[src/rtl/i2c_flag_pkg.sv]
package i2c_flag_pkg;
    localparam int STAT_W  = 6;
    localparam int B_TRA   = 0;
    localparam int B_BTF   = 1;
    localparam int B_NAK   = 2;
    localparam int B_REP   = 3;
    localparam int B_TXRDY = 4;
    localparam int B_TCOMP = 5;

    localparam logic [2:0] RA_THR  = 3'd0;
    localparam logic [2:0] RA_RXD  = 3'd1;
    localparam logic [2:0] RA_STAT = 3'd2;
    localparam logic [2:0] RA_IEN  = 3'd3;
    localparam logic [2:0] RA_CNT  = 3'd4;

    localparam logic [STAT_W-1:0] CLR_MASK =
        STAT_W'((1 << B_BTF) | (1 << B_NAK) | (1 << B_REP) | (1 << B_TCOMP));

    typedef enum logic [2:0] {
        PH_IDLE, PH_ADDR, PH_AACK, PH_RX, PH_RACK, PH_TX, PH_TACK, PH_WAIT
    } phase_t;
endpackage

[src/rtl/i2c_flag_sync.sv]
module i2c_flag_sync #(
    parameter int LINES  = 2,
    parameter int STAGES = 2
) (
    input  logic             clk,
    input  logic             rst_n,
    input  logic [LINES-1:0] din,
    output logic [LINES-1:0] dout
);
    for (genvar g = 0; g < LINES; g++) begin : g_line
        logic [STAGES-1:0] pipe_d, pipe_q;
        if (STAGES > 1) begin : g_deep
            assign pipe_d = {pipe_q[STAGES-2:0], din[g]};
        end else begin : g_one
            assign pipe_d = din[g];
        end
        always_ff @(posedge clk or negedge rst_n) begin
            if (!rst_n) pipe_q <= '1;
            else        pipe_q <= pipe_d;
        end
        assign dout[g] = pipe_q[STAGES-1];
    end
endmodule

[src/rtl/i2c_flag_cond.sv]
module i2c_flag_cond (
    input  logic clk,
    input  logic rst_n,
    input  logic scl_s,
    input  logic sda_s,
    output logic scl_rise,
    output logic scl_fall,
    output logic start_det,
    output logic stop_det
);
    typedef struct packed {
        logic scl;
        logic sda;
    } prev_t;

    prev_t prev_d, prev_q;

    always_comb begin
        prev_d.scl = scl_s;
        prev_d.sda = sda_s;
    end

    always_ff @(posedge clk or negedge rst_n) begin
        if (!rst_n) prev_q <= '{scl: 1'b1, sda: 1'b1};
        else        prev_q <= prev_d;
    end

    assign scl_rise  = scl_s && !prev_q.scl;
    assign scl_fall  = !scl_s && prev_q.scl;
    assign start_det = scl_s && prev_q.scl && prev_q.sda && !sda_s;
    assign stop_det  = scl_s && prev_q.scl && !prev_q.sda && sda_s;
endmodule

[src/rtl/i2c_flag_slave.sv]
module i2c_flag_slave
    import i2c_flag_pkg::*;
#(
    parameter logic [6:0] OWN_ADDR    = 7'h2A,
    parameter int         CNT_W       = 8,
    parameter int         SYNC_STAGES = 2
) (
    input  logic       clk,
    input  logic       rst_n,
    input  logic       scl_i,
    input  logic       sda_i,
    output logic       scl_oe,
    output logic       sda_oe,
    input  logic       reg_wr,
    input  logic [2:0] reg_addr,
    input  logic [7:0] reg_wdata,
    output logic [7:0] reg_rdata,
    output logic       irq
);
    localparam int BYTE_W = 8;
    localparam int BIT_W  = $clog2(BYTE_W + 1);
    localparam logic [BIT_W-1:0] BITS_FULL = BIT_W'(BYTE_W);
    localparam logic [BIT_W-1:0] BITS_LAST = BIT_W'(BYTE_W - 1);

    typedef struct packed {
        phase_t              phase;
        logic [BIT_W-1:0]    bits;
        logic [BYTE_W-1:0]   shreg;
        logic [BYTE_W-1:0]   thr;
        logic [BYTE_W-1:0]   rxd;
        logic [STAT_W-1:0]   stat;
        logic [STAT_W-1:0]   ien;
        logic [CNT_W-1:0]    nbytes;
        logic                drive;
        logic                active;
    } core_t;

    core_t d, q;
    logic [1:0] lines_s;
    logic scl_s, sda_s, scl_rise, scl_fall, start_det, stop_det;
    logic [STAT_W-1:0] w1c;

    i2c_flag_sync #(.LINES(2), .STAGES(SYNC_STAGES)) u_sync (
        .clk(clk), .rst_n(rst_n), .din({scl_i, sda_i}), .dout(lines_s)
    );
    assign scl_s = lines_s[1];
    assign sda_s = lines_s[0];

    i2c_flag_cond u_cond (
        .clk(clk), .rst_n(rst_n), .scl_s(scl_s), .sda_s(sda_s),
        .scl_rise(scl_rise), .scl_fall(scl_fall),
        .start_det(start_det), .stop_det(stop_det)
    );

    always_comb begin
        d   = q;
        w1c = '0;
        if (reg_wr) begin
            case (reg_addr)
                RA_THR:  d.thr    = reg_wdata;
                RA_STAT: w1c      = reg_wdata[STAT_W-1:0] & CLR_MASK;
                RA_IEN:  d.ien    = reg_wdata[STAT_W-1:0];
                RA_CNT:  d.nbytes = reg_wdata[CNT_W-1:0];
                default: ;
            endcase
        end
        d.stat = q.stat & ~w1c;

        if (start_det) begin
            if (q.active) d.stat[B_REP] = 1'b1;
            d.phase = PH_ADDR;
            d.bits  = '0;
            d.drive = 1'b0;
        end else if (stop_det) begin
            if (q.active) d.stat[B_TCOMP] = 1'b1;
            d.phase  = PH_IDLE;
            d.active = 1'b0;
            d.drive  = 1'b0;
        end else begin
            case (q.phase)
                PH_ADDR, PH_RX: begin
                    if (scl_rise && q.bits != BITS_FULL) begin
                        d.shreg = {q.shreg[BYTE_W-2:0], sda_s};
                        d.bits  = q.bits + 1'b1;
                    end else if (scl_fall && q.bits == BITS_FULL) begin
                        if (q.phase == PH_ADDR) begin
                            if (q.shreg[BYTE_W-1:1] == OWN_ADDR) begin
                                d.phase       = PH_AACK;
                                d.drive       = 1'b1;
                                d.active      = 1'b1;
                                d.stat[B_TRA] = q.shreg[0];
                            end else begin
                                d.phase  = PH_WAIT;
                                d.active = 1'b0;
                            end
                        end else begin
                            d.phase       = PH_RACK;
                            d.drive       = 1'b1;
                            d.rxd         = q.shreg;
                            d.stat[B_BTF] = 1'b1;
                            if (q.nbytes != '0) d.nbytes = q.nbytes - 1'b1;
                        end
                    end
                end
                PH_AACK, PH_TACK: begin
                    if (q.phase == PH_TACK && scl_rise) begin
                        if (sda_s) begin
                            d.stat[B_NAK] = 1'b1;
                            d.phase       = PH_WAIT;
                        end else begin
                            d.bits = BITS_FULL;
                            if (q.nbytes != '0) d.nbytes = q.nbytes - 1'b1;
                        end
                    end else if (scl_fall && (q.phase == PH_AACK || q.bits == BITS_FULL)) begin
                        d.bits = '0;
                        if (q.stat[B_TRA]) begin
                            d.phase         = PH_TX;
                            d.shreg         = q.thr;
                            d.drive         = !q.thr[BYTE_W-1];
                            d.stat[B_TXRDY] = 1'b1;
                        end else begin
                            d.phase = PH_RX;
                            d.drive = 1'b0;
                        end
                    end
                end
                PH_TX: begin
                    if (scl_fall) begin
                        if (q.bits != BITS_LAST) begin
                            d.bits  = q.bits + 1'b1;
                            d.shreg = {q.shreg[BYTE_W-2:0], 1'b0};
                            d.drive = !q.shreg[BYTE_W-2];
                        end else begin
                            d.drive = 1'b0;
                            d.phase = PH_TACK;
                        end
                    end
                end
                PH_RACK: begin
                    if (scl_fall) begin
                        d.drive = 1'b0;
                        d.bits  = '0;
                        d.phase = PH_RX;
                    end
                end
                default: ;
            endcase
        end

        if (reg_wr && reg_addr == RA_THR) d.stat[B_TXRDY] = 1'b0;
    end

    always_ff @(posedge clk or negedge rst_n) begin
        if (!rst_n) begin
            q              <= '0;
            q.phase        <= PH_IDLE;
            q.stat[B_TXRDY] <= 1'b1;
        end else begin
            q <= d;
        end
    end

    always_comb begin
        case (reg_addr)
            RA_THR:  reg_rdata = q.thr;
            RA_RXD:  reg_rdata = q.rxd;
            RA_STAT: reg_rdata = 8'(q.stat);
            RA_IEN:  reg_rdata = 8'(q.ien);
            RA_CNT:  reg_rdata = 8'(q.nbytes);
            default: reg_rdata = '0;
        endcase
    end

    assign sda_oe = q.drive;
    assign scl_oe = 1'b0;
    assign irq    = |(q.stat & q.ien);


    sda_moves_low_scl_chk: assert property (@(posedge clk) disable iff (!rst_n)
        (sda_oe != $past(sda_oe)) |-> !scl_s);

    tcomp_needs_stop_chk: assert property (@(posedge clk) disable iff (!rst_n)
        $rose(q.stat[B_TCOMP]) |-> $past(stop_det));

    rep_needs_start_chk: assert property (@(posedge clk) disable iff (!rst_n)
        $rose(q.stat[B_REP]) |-> $past(start_det));

    count_never_up_chk: assert property (@(posedge clk) disable iff (!rst_n)
        !(reg_wr && reg_addr == RA_CNT) |=> (q.nbytes <= $past(q.nbytes)));

    thr_write_busy_chk: assert property (@(posedge clk) disable iff (!rst_n)
        (reg_wr && reg_addr == RA_THR) |=> !q.stat[B_TXRDY]);
endmodule

[config.mk]
export PLATFORM = sky130hd
export DESIGN_NAME = i2c_flag_slave
export DESIGN_NICKNAME = d
export VERILOG_FILES = /design/src/rtl/i2c_flag_pkg.sv /design/src/rtl/i2c_flag_sync.sv /design/src/rtl/i2c_flag_cond.sv /design/src/rtl/i2c_flag_slave.sv
export SDC_FILE = /design/constraint.sdc
export NUM_CORES = 1
export LEC_CHECK = 0
export ABC_AREA = 1
export BUFFER_PORTS_ARGS = -buffer_cell sky130_fd_sc_hd__buf_2
export CORE_MARGIN = 1.5
export CORE_UTILIZATION = 40
export CTS_BUF_LIST = sky130_fd_sc_hd__clkbuf_16
export DETAILED_ROUTE_END_ITERATION = 8
export GPL_TIMING_DRIVEN = 0
export SYNTH_ARGS = -nofsm -noshare
export SYNTH_HDL_FRONTEND = slang
export SYNTH_SLANG_ARGS = --single-unit
[constraint.sdc]
create_clock -name clk -period 3.8 [get_ports clk]
set_input_delay 0.76 -clock clk [delete_from_list [all_inputs] [get_ports clk]]
set_output_delay 0.76 -clock clk [all_outputs]
set_load 0.03 [all_outputs]
* After elaboration in Yosys (flattened, before gate mapping)
Cells that the tools add are included.
** Word-level totals
- Register bits after elaboration :: 59
** Cells by class
- Add/sub/neg operators :: 2
- Equal/unequal tests :: 38
- Multiplexer cells :: 71
- Bitwise logic cells :: 7
- Reductions and logical operators :: 38
** Operator list (count)
- 8-bit 2-to-1 mux :: 10
- 4-bit != test, second input constant :: 10
- 8-bit case mux with 5 select lines :: 1
- 12-bit 2-to-1 mux :: 3
- 15-bit 2-to-1 mux :: 2
- 3-bit 2-to-1 mux :: 10
- 1-bit 2-to-1 mux :: 28
- 7-bit case mux with 4 select lines :: 1
- 8-bit case mux with 3 select lines :: 1
- 8-bit AND reduction :: 3
- 7-bit 2-to-1 mux :: 3
- 10-bit 2-to-1 mux :: 2
- 2-bit != test, second input constant :: 8
- 8-bit case mux with 2 select lines :: 1
- 6-bit bitwise AND :: 2
- 3-bit by 2-bit == test with 1-bit output, second input constant :: 4
- 3-bit == test, second input constant :: 4
- 1-bit logical AND :: 12
- 6-bit 2-to-1 mux :: 2
- 3-bit != test, second input constant :: 4
- 2-bit 2-to-1 mux :: 5
- 5-bit != test, second input constant :: 2
- 9-bit AND reduction :: 1
- 8-bit nonzero test :: 1
- other kinds (23) :: 36

* Depth between registers and ports, before layout
- Word-level depth :: 12
- Depth in mapped cells :: 12
- Gate-level depth less buffers :: 12

* Modules after synthesis
Synthesis repeated with hierarchy kept, for this count alone.
** Unflattened totals
- Cells, all modules :: 474
- Area, all modules :: 3449.6 um2
** Modules (own cells, without submodules)
- i2c_flag_slave :: times used 1, cells an instance 455, area an instance 3235.6 um2, seq. area each 1327.5 um2
- i2c_flag_sync :: times used 1, cells an instance 6, area an instance 120.1 um2, seq. area each 105.1 um2
- i2c_flag_cond :: times used 1, cells an instance 13, area an instance 93.8 um2, seq. area each 52.6 um2

* Least setup slack after synthesis
No wires, ideal clock.
- Path kind :: input to output
- Start point :: in reg_addr[2]
- End point :: out reg_rdata[5]
- Data arrival time :: 1.599 ns
- Data required time :: 3.040 ns
- Setup slack :: 1.441 ns
- Cell stages on the path :: 6
- Path buffers :: 0
- Cells stage by stage :: inv_1 nand2_1 nor2_1 nand2_1 nand3_1 nand3b_1
** Between the ends
- Word-level cells in the longest chain between the ends :: 2
- Elaborated cells on any way between the ends :: 6
- Classes of those cells :: 4 x eq/ne; 1 x mux; 1 x reduce/logical
** Ends and longest elaborated chain
- from (decl) :: RTL line i2c_flag_slave.sv:15 : input logic [2:0] reg_addr,
- 3-bit == test, or another cell as far along :: RTL line i2c_flag_slave.sv:164 : case (reg_addr)
- 8-bit case mux with 5 select lines (*) :: RTL line i2c_flag_slave.sv:164
- to (decl) :: RTL line i2c_flag_slave.sv:17 : output logic [7:0] reg_rdata,
Every way passes the cells marked *; elsewhere a longest branch is shown, timed or not.

* Final worst setup path
- Start point :: in reg_addr[2]
- End point :: out reg_rdata[0]
The elaborated chain is that of the path after synthesis.

==> implementation parameters <==
Parameter                              Value

STA
  Max Clock Freq ... about 360 MHz
  Tmin final ... between 2 and 3 ns
  Relative slew margins ... 49.3%
  Worst Max-Slew Pin Slew ... 0.760 ns
  Final-report hold violation count ... 0
  Setup repair after global routing missed its margin ... no
  Worst Hold Slack ... between 0.3 and 0.4 ns
  Accumulated negative setup slack ... 0 ns
  Setup Viol. Count Final ... 0
  Slew Viols, Final ... 0
  Maximum clock skew at final layout ... about 0.0053 ns
  Share of the cycle needed by the critical path after routing ... slightly above 70%

Worst setup path
  Worst Path Arrival ... roughly 2 ns
  Buffer and inverter count on the worst path ... 3
  Crit Path Max Fanout ... 7
  Worst reg2reg path startpoint ... u_sync.g_line[0].pipe_q[1]
  Cell with the largest stage delay on the worst path ... sky130_fd_sc_hd__nor2_1
  Kind of capture point of the worst setup path ... output port
  R2r worst-path depth ... 9
  R2R Setup Slk ... between 1.5 and 2 ns
  Gate family responsible for the most delay along the worst path ... simple AND/OR/NAND/NOR gates
  Highest cell delay on the worst timing path ... roughly 0.36 ns
  Cell breakdown of the critical path ... buf_2 -> inv_1 -> nand2_1 -> nor2_1 -> nand2_1 -> o21ai_0 -> a21oi_1 -> o221ai_1 -> buf_2
  Critical path class ... input port to output port
  Endpoint of the worst register-to-register path ... q[45]
  Required time worst endpoint ... 3.04 ns
  Launching element type of the critical path ... input port

Place
  Port Buf Inserts ... 25
  Placed Cells ... about 600
  Routability-driven placement congestion ratio ... 0.947
  Placed wire-length estimate ... approximately 6600 µm

Synthesis
  Share of the synthesized area in the top cell type ... between 30% and 40%
  Cells taking the most area after synthesis ... sky130_fd_sc_hd__dfrtp_1 (38%), sky130_fd_sc_hd__nand2_1 (18%), sky130_fd_sc_hd__o21ai_0 (7.6%)
  Sequential-to-total area share from yosys stat ... 43.4%
  Synth Net Count ... approximately 500
  Cell count after synthesis ... between 400 and 500
  Library cells used by synthesis ... 30
  Leading register cell type out of synthesis ... sky130_fd_sc_hd__dfrtp_1
  Number of enable flip-flop cells after synthesis ... 0
  Mean instance size in the synthesized netlist ... 7.21 µm²
  Ys async rst share ... between 90% and 100%
  Post-synthesis register bit count ... a little under 60
  Biggest area consumer among synthesized cells ... sky130_fd_sc_hd__dfrtp_1
  Number of warnings printed during yosys synthesis ... 0
  Library cell with the highest instance count after synthesis ... sky130_fd_sc_hd__nand2_1
  Netlist Area Pre-Place ... between 0.003 and 0.004 mm²
  Cell types with the highest counts after synthesis ... sky130_fd_sc_hd__nand2_1 (163), sky130_fd_sc_hd__dfrtp_1 (52), sky130_fd_sc_hd__o21ai_0 (52)

Power
  P_sw ... ~1100 µW
  Ratio of total power to cell area ... between 600 and 700 mW/mm²
  Share of total power in the clock network ... roughly 28%
  Internal power component ... ~1500 µW
  Switching part of the total ... 41.2%
  Total Power ... about 2600 µW
  Total leakage power ... slightly above 0.002 µW
  Comb power frac ... a little under two fifths
  Maximum vdd ir drop ... 0.000243 V
  Sequential fraction of design power ... 35.4%

Clocking
  TritonCTS clock tree ... yes
  Clock net sink count ... 59
  Worst-Skew Late Latency ... ~0.32 ns
  Number of setup buffers added after CTS ... 0
  Reg clk slew, reported paths ... ~0.05 ns
  Num CTS Buffers ... 9
  Root buf cell ... sky130_fd_sc_hd__clkbuf_16
  Number of resized instances in the post-cts repair step ... 0
  CTS Buffer Depth ... 2
  Count of hold-fix buffers inserted at cts ... 0
  CTS H-tree depth ... 3

Hold path
  Hold path depth ... 0
  Min-Delay Endpoint ... u_sync.g_line[1].pipe_q[1]
  Critical hold path startpoint ... u_sync.g_line[1].pipe_q[0]
  Hold Path Class ... flop to flop

Route
  Remaining design rule violation count ... 0
  Remaining antenna violation count after routing ... 0
  Detailed-route wire length per cell ... 14.2 µm
  Count of TritonRoute iterations in the first routing pass ... 4
  Via density per instance ... 5.04
  Initial DRC count ... around 190
  Vias after detailed routing ... between 3k and 4k
  Detailed-route wire length ... approximately 9000 µm

Outcome
  Result of the run ... completed

Floorplan
  Die Span X ... 95.4 µm
  Vert. Die Dim ... around 95 µm
  Row Count ... 33
  Placeable Area ... approximately 0.0083 mm²
  IO Count ... 27
  Die area ... roughly 0.0091 mm²
  Effective utilization at floorplan ... roughly two fifths

Cells and area
  Final-stage net count ... 530
  Share of post-route cells with drive strength above 1 ... about 15%
  Area Overhead vs Synth ... 15.3%
  Non-filler instance count after layout ... 620
  Antenna cell count ... 0

Run
  Number of max-cap violations ... 0

Global routing
  Number of antenna violations at the first check in global routing ... 0
  Combined global-route utilization of all metal layers ... 21.3%
  Global-route wire length before repair ... 14,600 µm
  Pin count of the biggest net entering global routing ... 60
  Via count of the first global-routing pass ... roughly 2.9k
  GRT Residual Overflow ... 0
layer usage:
metal  global-route usage, %  wire (µm)  up-vias
met5                       0          0        -
met4                    5.02         58        0
met3                    5.26        402        4
met2                    32.4       4090       59
met1                    30.2       4280     1461
li1                        -          -     1603
power groups by stage:
| stage | clock (µW) | combinational [µW] | sequential, µW |
|---|---|---|---|
| after floorplan | 0 | 747 | 880 |
| after global placement | 0 | 949 | 917 |
| after detailed placement | 0 | 959 | 922 |
| after CTS | 738 | 964 | 912 |
| after global routing | 760 | 1100 | 935 |
| final | 716 | 954 | 915 |
logic make-up (layout without fill, tap and decap cells):
kind of cell	after synthesis	count (layout)	share of synthesized area (%)
DFF	59	59	43.4
xor gates and xnor gates	7	7	1.79
and+or+nand+nor	266	266	33.5
buffers and inverters	64	105	7.58
adders and majority gates	4	4	1.46
other	1	1	0.110
AOI/OAI and AO/OA	73	73	12.1
layout by cell type, fill, tap and decap left out, drive strengths merged, types with 2 or more instances in the layout:
| cell | count |
|---|---|
| o21ai | 61 |
| xnor2 | 2 |
| dfstp | 7 |
| nand4 | 19 |
| buf | 31 |
| clkbuf | 14 |
| dfrtp | 52 |
| xor2 | 5 |
| nand2 | 169 |
| clkinvlp | 3 |
| nand3 | 32 |
| nor2 | 42 |
| inv | 56 |
| ha | 4 |
| a21oi | 7 |
| nor3 | 3 |
through the flow:
step | utilization (%) | worst slack (ns) | area [µm²]
2_1_floorplan | - | 1.44 | 3420
3_3_place_gp | 44.5 | 1.07 | 3670
3_5_place_dp | 44.5 | 1.05 | 3670
4_1_cts | 47.7 | 1.05 | 3940
5_1_grt | 47.7 | 0.818 | 3940
6_report | 47.7 | 1.05 | 3940
final cells by class:
class                   instances  area, µm²
clock buffers                   9        225
fillers                       876       4320
inverters                      53        199
multi-input cells             351       1670
clock inverters                 7       38.8
plain buffers                  11       60.1
well taps                     105        131
repair buffers                 25        128
flip-flops and latches         59       1490
flip-flops by register name, indices dropped and copies added (netlist names):
| register | flops |
|---|---|
| u_cond.prev_q | 2 |
| u_sync.g_line.pipe_q | 4 |
| sda_oe | 1 |
| q | 52 |
worst max path at each step:
stage / depth (start not counted) / end / start / slack, ns
4_1_cts: 9 / reg_rdata[0] / reg_addr[2] / 1.05
3_5_place_dp: 9 / reg_rdata[0] / reg_addr[2] / 1.05
5_1_grt: 9 / reg_rdata[0] / reg_addr[2] / 0.82
2_1_floorplan: 6 / reg_rdata[5] / reg_addr[2] / 1.44
6_report: 9 / reg_rdata[0] / reg_addr[2] / 1.05
3_3_place_gp: 9 / reg_rdata[0] / reg_addr[2] / 1.07
Note: power is estimated with default switching activity, not from simulation.
